File: src/rtl/tmr_pkg.sv
package tmr_pkg;
  typedef enum logic [1:0] {
    MODE_PRESCALE = 2'b00,
    MODE_WIDE     = 2'b01,
    MODE_RELOAD   = 2'b10,
    MODE_SPLIT    = 2'b11
  } tmr_mode_e;
endpackage

File: src/rtl/tmr_edge_sync.sv
module tmr_edge_sync #(
  parameter int SYNC_STAGES = 2
) (
  input  logic clk,
  input  logic rst_n,
  input  logic pin_i,
  output logic fall_o
);
  logic [SYNC_STAGES-1:0] sync_q;
  logic                   hist_q;

  always_ff @(posedge clk) begin
    if (!rst_n) begin
      sync_q <= '0;
      hist_q <= 1'b0;
    end else begin
      sync_q <= {sync_q[SYNC_STAGES-2:0], pin_i};
      hist_q <= sync_q[SYNC_STAGES-1];
    end
  end

  assign fall_o = hist_q & ~sync_q[SYNC_STAGES-1];

  // one pin transition yields a single-cycle event
  p_single_fall_r3: assert property (@(posedge clk) disable iff (!rst_n)
    fall_o |=> !fall_o);
endmodule

File: src/rtl/tmr_ovf_flag.sv
module tmr_ovf_flag (
  input  logic clk,
  input  logic rst_n,
  input  logic set_i,
  input  logic clr_i,
  output logic flag_o
);
  logic flag_q;

  always_ff @(posedge clk) begin
    if (!rst_n)     flag_q <= 1'b0;
    else if (set_i) flag_q <= 1'b1;
    else if (clr_i) flag_q <= 1'b0;
  end

  assign flag_o = flag_q;

  p_flag_set_r10: assert property (@(posedge clk) disable iff (!rst_n)
    set_i |=> flag_o);
  p_flag_hold_r10: assert property (@(posedge clk) disable iff (!rst_n)
    (flag_o && !clr_i) |=> flag_o);
endmodule

File: src/rtl/tmr_count_core.sv
module tmr_count_core
  import tmr_pkg::*;
#(
  parameter int BYTE_W   = 8,
  parameter int PRE_W    = 5,
  parameter bit SPLIT_EN = 1'b1
) (
  input  logic              clk,
  input  logic              rst_n,
  input  tmr_mode_e         mode_i,
  input  logic              tick_i,
  input  logic              run_hi_i,
  input  logic              wr_lo_i,
  input  logic              wr_hi_i,
  input  logic [BYTE_W-1:0] wr_data_i,
  output logic [BYTE_W-1:0] lo_o,
  output logic [BYTE_W-1:0] hi_o,
  output logic              ev_main_o,
  output logic              ev_hi_o
);
  localparam int WIDE_W = 2 * BYTE_W;
  localparam logic [BYTE_W-1:0] BYTE_ONE = BYTE_W'(1);
  localparam logic [PRE_W-1:0]  PRE_ONE  = PRE_W'(1);
  localparam logic [WIDE_W-1:0] WIDE_ONE = WIDE_W'(1);

  logic [BYTE_W-1:0] lo_q, hi_q, lo_n, hi_n;
  logic              wr_any;

  assign wr_any = wr_lo_i | wr_hi_i;

  always_comb begin
    lo_n      = lo_q;
    hi_n      = hi_q;
    ev_main_o = 1'b0;
    ev_hi_o   = 1'b0;
    if (wr_any) begin
      if (wr_lo_i) lo_n = wr_data_i;
      if (wr_hi_i) hi_n = wr_data_i;
    end else begin
      unique case (mode_i)
        MODE_PRESCALE: if (tick_i) begin
          lo_n[PRE_W-1:0] = lo_q[PRE_W-1:0] + PRE_ONE;
          if (lo_q[PRE_W-1:0] == '1) begin
            hi_n      = hi_q + BYTE_ONE;
            ev_main_o = (hi_q == '1);
          end
        end
        MODE_WIDE: if (tick_i) begin
          {hi_n, lo_n} = {hi_q, lo_q} + WIDE_ONE;
          ev_main_o    = ({hi_q, lo_q} == '1);
        end
        MODE_RELOAD: if (tick_i) begin
          if (lo_q == '1) begin
            lo_n      = hi_q;
            ev_main_o = 1'b1;
          end else begin
            lo_n = lo_q + BYTE_ONE;
          end
        end
        MODE_SPLIT: if (SPLIT_EN) begin
          if (tick_i) begin
            lo_n      = lo_q + BYTE_ONE;
            ev_main_o = (lo_q == '1);
          end
          if (run_hi_i) begin
            hi_n    = hi_q + BYTE_ONE;
            ev_hi_o = (hi_q == '1);
          end
        end
      endcase
    end
  end

  always_ff @(posedge clk) begin
    if (!rst_n) begin
      lo_q <= '0;
      hi_q <= '0;
    end else begin
      lo_q <= lo_n;
      hi_q <= hi_n;
    end
  end

  assign lo_o = lo_q;
  assign hi_o = hi_q;

  p_inc_wide_r4: assert property (@(posedge clk) disable iff (!rst_n)
    (mode_i == MODE_WIDE && tick_i && !wr_any) |=>
      {hi_q, lo_q} == $past({hi_q, lo_q}) + WIDE_ONE);
  p_upper_kept_r5: assert property (@(posedge clk) disable iff (!rst_n)
    (mode_i == MODE_PRESCALE && !wr_any) |=>
      lo_q[BYTE_W-1:PRE_W] == $past(lo_q[BYTE_W-1:PRE_W]));
  p_reload_r6: assert property (@(posedge clk) disable iff (!rst_n)
    (mode_i == MODE_RELOAD && tick_i && !wr_any && lo_q == '1) |=>
      (lo_q == $past(hi_q)) && $stable(hi_q));
  p_load_lo_r9: assert property (@(posedge clk) disable iff (!rst_n)
    wr_lo_i |=> lo_q == $past(wr_data_i));
  p_idle_hold_r2: assert property (@(posedge clk) disable iff (!rst_n)
    (!tick_i && !run_hi_i && !wr_any) |=> ($stable(lo_q) && $stable(hi_q)));
  p_no_hi_event_r11: assert property (@(posedge clk) disable iff (!rst_n)
    (mode_i != MODE_SPLIT) |-> !ev_hi_o);
endmodule

File: src/rtl/tmr_ctr_unit.sv
module tmr_ctr_unit
  import tmr_pkg::*;
#(
  parameter int BYTE_W      = 8,
  parameter int PRE_W       = 5,
  parameter int SYNC_STAGES = 2,
  parameter bit SPLIT_EN    = 1'b1
) (
  input  logic              clk,
  input  logic              rst_n,
  input  logic [1:0]        mode_i,
  input  logic              ext_sel_i,
  input  logic              run_i,
  input  logic              run_hi_i,
  input  logic              wr_lo_i,
  input  logic              wr_hi_i,
  input  logic [BYTE_W-1:0] wr_data_i,
  input  logic              ext_pin_i,
  input  logic              ovf_clr_i,
  input  logic              ovf2_clr_i,
  output logic [BYTE_W-1:0] cnt_lo_o,
  output logic [BYTE_W-1:0] cnt_hi_o,
  output logic              ovf_o,
  output logic              ovf2_o
);
  localparam int NUM_FLAGS = 2;

  tmr_mode_e            mode;
  logic                 pin_fall, tick;
  logic [NUM_FLAGS-1:0] ev, clr, flg;

  assign mode = tmr_mode_e'(mode_i);

  tmr_edge_sync #(.SYNC_STAGES(SYNC_STAGES)) u_sync (
    .clk(clk), .rst_n(rst_n), .pin_i(ext_pin_i), .fall_o(pin_fall)
  );

  assign tick = run_i & (ext_sel_i ? pin_fall : 1'b1);

  tmr_count_core #(.BYTE_W(BYTE_W), .PRE_W(PRE_W), .SPLIT_EN(SPLIT_EN)) u_core (
    .clk(clk), .rst_n(rst_n), .mode_i(mode), .tick_i(tick),
    .run_hi_i(run_hi_i), .wr_lo_i(wr_lo_i), .wr_hi_i(wr_hi_i),
    .wr_data_i(wr_data_i), .lo_o(cnt_lo_o), .hi_o(cnt_hi_o),
    .ev_main_o(ev[0]), .ev_hi_o(ev[1])
  );

  assign clr = {ovf2_clr_i, ovf_clr_i};

  for (genvar g = 0; g < NUM_FLAGS; g++) begin : g_flag
    tmr_ovf_flag u_flag (
      .clk(clk), .rst_n(rst_n), .set_i(ev[g]), .clr_i(clr[g]), .flag_o(flg[g])
    );
  end

  assign ovf_o  = flg[0];
  assign ovf2_o = flg[1];

  p_no_event_on_write_r9: assert property (@(posedge clk) disable iff (!rst_n)
    (wr_lo_i || wr_hi_i) |-> (ev == '0));
  p_split_off_hold_r8: assert property (@(posedge clk) disable iff (!rst_n)
    (!SPLIT_EN && mode == MODE_SPLIT && !wr_lo_i && !wr_hi_i) |=>
      ($stable(cnt_lo_o) && $stable(cnt_hi_o)));
endmodule

File: config.mk
export PLATFORM = sky130hd
export DESIGN_NAME = tmr_ctr_unit
export DESIGN_NICKNAME = d
export VERILOG_FILES = /design/src/rtl/tmr_pkg.sv /design/src/rtl/tmr_edge_sync.sv /design/src/rtl/tmr_ovf_flag.sv /design/src/rtl/tmr_count_core.sv /design/src/rtl/tmr_ctr_unit.sv
export SDC_FILE = /design/constraint.sdc
export NUM_CORES = 1
export LEC_CHECK = 0
export ABC_CLOCK_PERIOD_IN_PS = 2460
export BUFFER_PORTS_ARGS = -buffer_cell sky130_fd_sc_hd__buf_2
export CAP_MARGIN = 5
export CORE_MARGIN = 2
export CORE_UTILIZATION = 53
export DETAILED_ROUTE_END_ITERATION = 10
export PLACE_DENSITY = 0.79
export SLEW_MARGIN = 0
export SYNTH_ARGS = -nofsm -noshare
export SYNTH_HDL_FRONTEND = slang
export SYNTH_HIERARCHICAL = 1
export SYNTH_SLANG_ARGS = --single-unit
File: constraint.sdc
create_clock -name clk -period 2.46 [get_ports clk]
set_input_delay 0.615 -clock clk [delete_from_list [all_inputs] [get_ports clk]]
set_output_delay 0.615 -clock clk [all_outputs]
set_load 0.03 [all_outputs]
==> summary.txt <==
Run status
  – Status: finished, final reports clean

Detailed routing
  – Drt pass-1 iters: 5
  – Routed WL: approximately 4400 um
  – Post-route ant nets: 0
  – Wirelength per Cell: roughly 16 um
  – DRC: 0
  – DRT iter0 DRCs: between 150 and 200
  – Vias per cell: 6.49
  – Via count: between 1500 and 2000

Global route
  – Total Routing Usage GR: a little over a quarter
  – Gr ovfl total: 0
  – Initial antenna violation count: 0
  – Vias in the first global route: 1466
  – Largest net degree at the start of global routing: 24
  – First-pass GRT wire length: 7220 um

Flow run
  – Max_cap viols: 0

Setup path
  – FF-to-FF End: u_core/lo_o[4]
  – Worst-path fanout max: 5
  – Worst r2r path cells: 6
  – R2r setup slk: 350 ps
  – Startpoint Class: flop
  – Req. time, crit path: ~2700 ps
  – Worst Path Arrival: around 2300 ps
  – Kind of critical path: flop to flop
  – Crit end category: flop
  – FF-to-FF Start: u_core/lo_o[1]

Floorplanning
  – Core area: 0.00278 mm^2
  – Die width: 58.4 um
  – Initial Util: 56.5%
  – Ports: 38
  – Row cnt: 19
  – Total die area: 0.00341 mm^2
  – Die Ht: 58.4 um

Cells and area
  – Leading cell type in the layout, fill and taps excluded: buf_2
  – FILL cells: 265
  – ANT cells: 0
  – Share of layout cells above drive strength 1: a little under a quarter
  – Post-layout net count: 271
  – Most frequent cells in the layout: 37 x buf_2, 21 x dfxtp_1, 17 x nand2_1
  – Syn-to-layout area delta: 18.5%

Min path
  – Min-delay src: u_sync/sync_q[0]
  – Worst hold stages: 1
  – HP Class: flop to flop
  – Worst Hold Endpoint: u_sync/sync_q[1]

Placement
  – Routability cong.: 0.899
  – Port Buf Inserts: 37
  – Final HPWL DP: 3330 um

Clock network
  – Num CTS Buffers: 3
  – Resized Gates After CTS: 0
  – Post-CTS setup buffers: 0
  – Clk_lat worst skew: 300 ps
  – CTS H-tree lvls: 1
  – Clk root buf: clkbuf_4
  – CTS tree: built
  – Clock slew at reported path FFs: 120 ps
  – Clk buf depth: 2
  – CTS sink count: 21
  – CTS Hold Buffers Added: 0

STA
  – Worst rel slew slack: 60.8%
  – Max Freq: 0.474 GHz
  – Setup TNS: 0 ps
  – Max-slew violation count: 0
  – Setup violators final: 0
  – Final hold violations: 0
  – Hold Slack: 466 ps
  – Unrepaired setup endpoints after global routing: no
  – Worst-Margin Slew: 587 ps
  – Final Critical Period: 2110 ps
  – Period utilization: 85.8%
  – Skew final: 2.87 ps

Yosys
  – Async S/R FF share, synth: 0%
  – Syn nets: 228
  – Avg Cell Area, Syn: a little under 8 um^2
  – Gate Count Post-Synth: 201
  – Mapped Area: 0.00157 mm^2
  – Post-synth top flop: dfxtp_1
  – Sequential-to-total area share from yosys stat: 26.8%
  – YS warnings: 6
  – Post-synth EDFFs: 0
  – Synth unique cells: 56
  – Synth Register Bits: 21

Power
  – PwrDens: between 400 and 500 mW/mm^2
  – Worst VDD drop: 0.479 mV
  – Pleak: 0.791 nW
## Yosys cell counts (2+ instances only)
master,count,area (um^2)
dfxtp_1,21,420
nand2_1,17,63.8
inv_1,13,48.8
nor2_1,13,48.8
o21ai_0,12,60.1
a21oi_1,10,50.1
nand3_1,10,50.1
a31oi_1,9,56.3
clkbuf_1,8,30.0
ha_1,7,87.6
nand4_1,6,37.5
a32o_1,5,50.1
and2_1,4,25.0
nor3_1,4,20.0
o211ai_1,4,30.0
a221o_1,3,30.0
nor2b_1,3,18.8
o21a_1,3,22.5
o31ai_1,3,22.5
a221oi_1,2,17.5
a311oi_1,2,17.5
a31o_1,2,17.5
and3_1,2,12.5
and4_1,2,17.5
nand3b_1,2,15.0
nor2b_4,2,27.5
o21ai_1,2,10.0
o2bb2ai_1,2,17.5
## final cells by class
class / instances / area, um^2 / share of cell area, %
inverter: 13 / 48.8 / 2.62
multi-input combinational: 158 / 1070 / 57.3
clock buffer: 4 / 26.3 / 1.41
sequential: 21 / 420 / 22.6
timing repair buffer: 47 / 260 / 14.0
tap: 31 / 38.8 / 2.08
## how the worst max path moves through the flow
stage | startpoint | end | slack, ps | cells past startpoint
3_3_place_gp | mode_i[0] | u_core/lo_o[3] | 140 | 8
4_1_cts | u_core/lo_o[1] | u_core/lo_o[4] | 360 | 6
5_1_grt | mode_i[0] | u_core/lo_o[3] | 240 | 8
3_5_place_dp | mode_i[0] | u_core/lo_o[3] | 70 | 8
2_1_floorplan | mode_i[0] | u_core/lo_o[3] | 180 | 8
6_report | u_core/lo_o[1] | u_core/lo_o[4] | 350 | 6
## logic make-up (layout without fill, tap and decap cells)
kind of cell,count (synthesis),after routing,share of synthesized area [%]
buffers and inverters,22,64,5.34
DFF,21,21,26.8
xor gates and xnor gates,2,2,1.12
adders and majority gates,7,7,5.58
AOI/OAI and AO/OA,72,72,32.9
and+or+nand+nor,75,75,26.9
muxes,2,2,1.35
## registers in the layout, indices dropped and copies added (netlist names)
register	flops
g_flag.u_flag/flag_o	2
u_sync/sync_q	2
u_core/hi_o	8
u_sync/hist_q	1
u_core/lo_o	8
## per-stage QoR
stage	utilization (%)	setup slack (ps)	power (mW)	cells	area [um^2]
6_report	66.9	350	0.810	274	1860
3_5_place_dp	65.9	66.0	0.642	270	1830
5_1_grt	66.9	241	0.855	274	1860
3_3_place_gp	65.9	144	0.639	270	1830
4_1_cts	66.9	363	0.813	274	1860
2_1_floorplan	-	181	0.556	201	1570
## per-layer routing
layer / share of wire [%] / track usage [%] / up-vias / wire, um
met5: 0 / 0 / - / 0
met4: 0.59 / 7.31 / 0 / 26
met3: 9.3 / 2.20 / 4 / 414
met2: 44 / 40.9 / 88 / 1970
met1: 46 / 41.0 / 828 / 2020
li1: - / - / 857 / -
## power breakdown
group	switching (mW)	internal [mW]	total, mW
clock	0.108	0.0632	0.172
sequential	0.0363	0.364	0.400
combinational	0.150	0.0894	0.239
total	0.294	0.516	0.810
## critical path, cell delays in order (launching register included)
cell	delay [ps]
dfxtp_1	360
ha_1	260
and4_4	270
nand2_2	80
a2111o_1	480
a221o_1	310
a32o_1	260
Power figures use the tool's default switching activity.
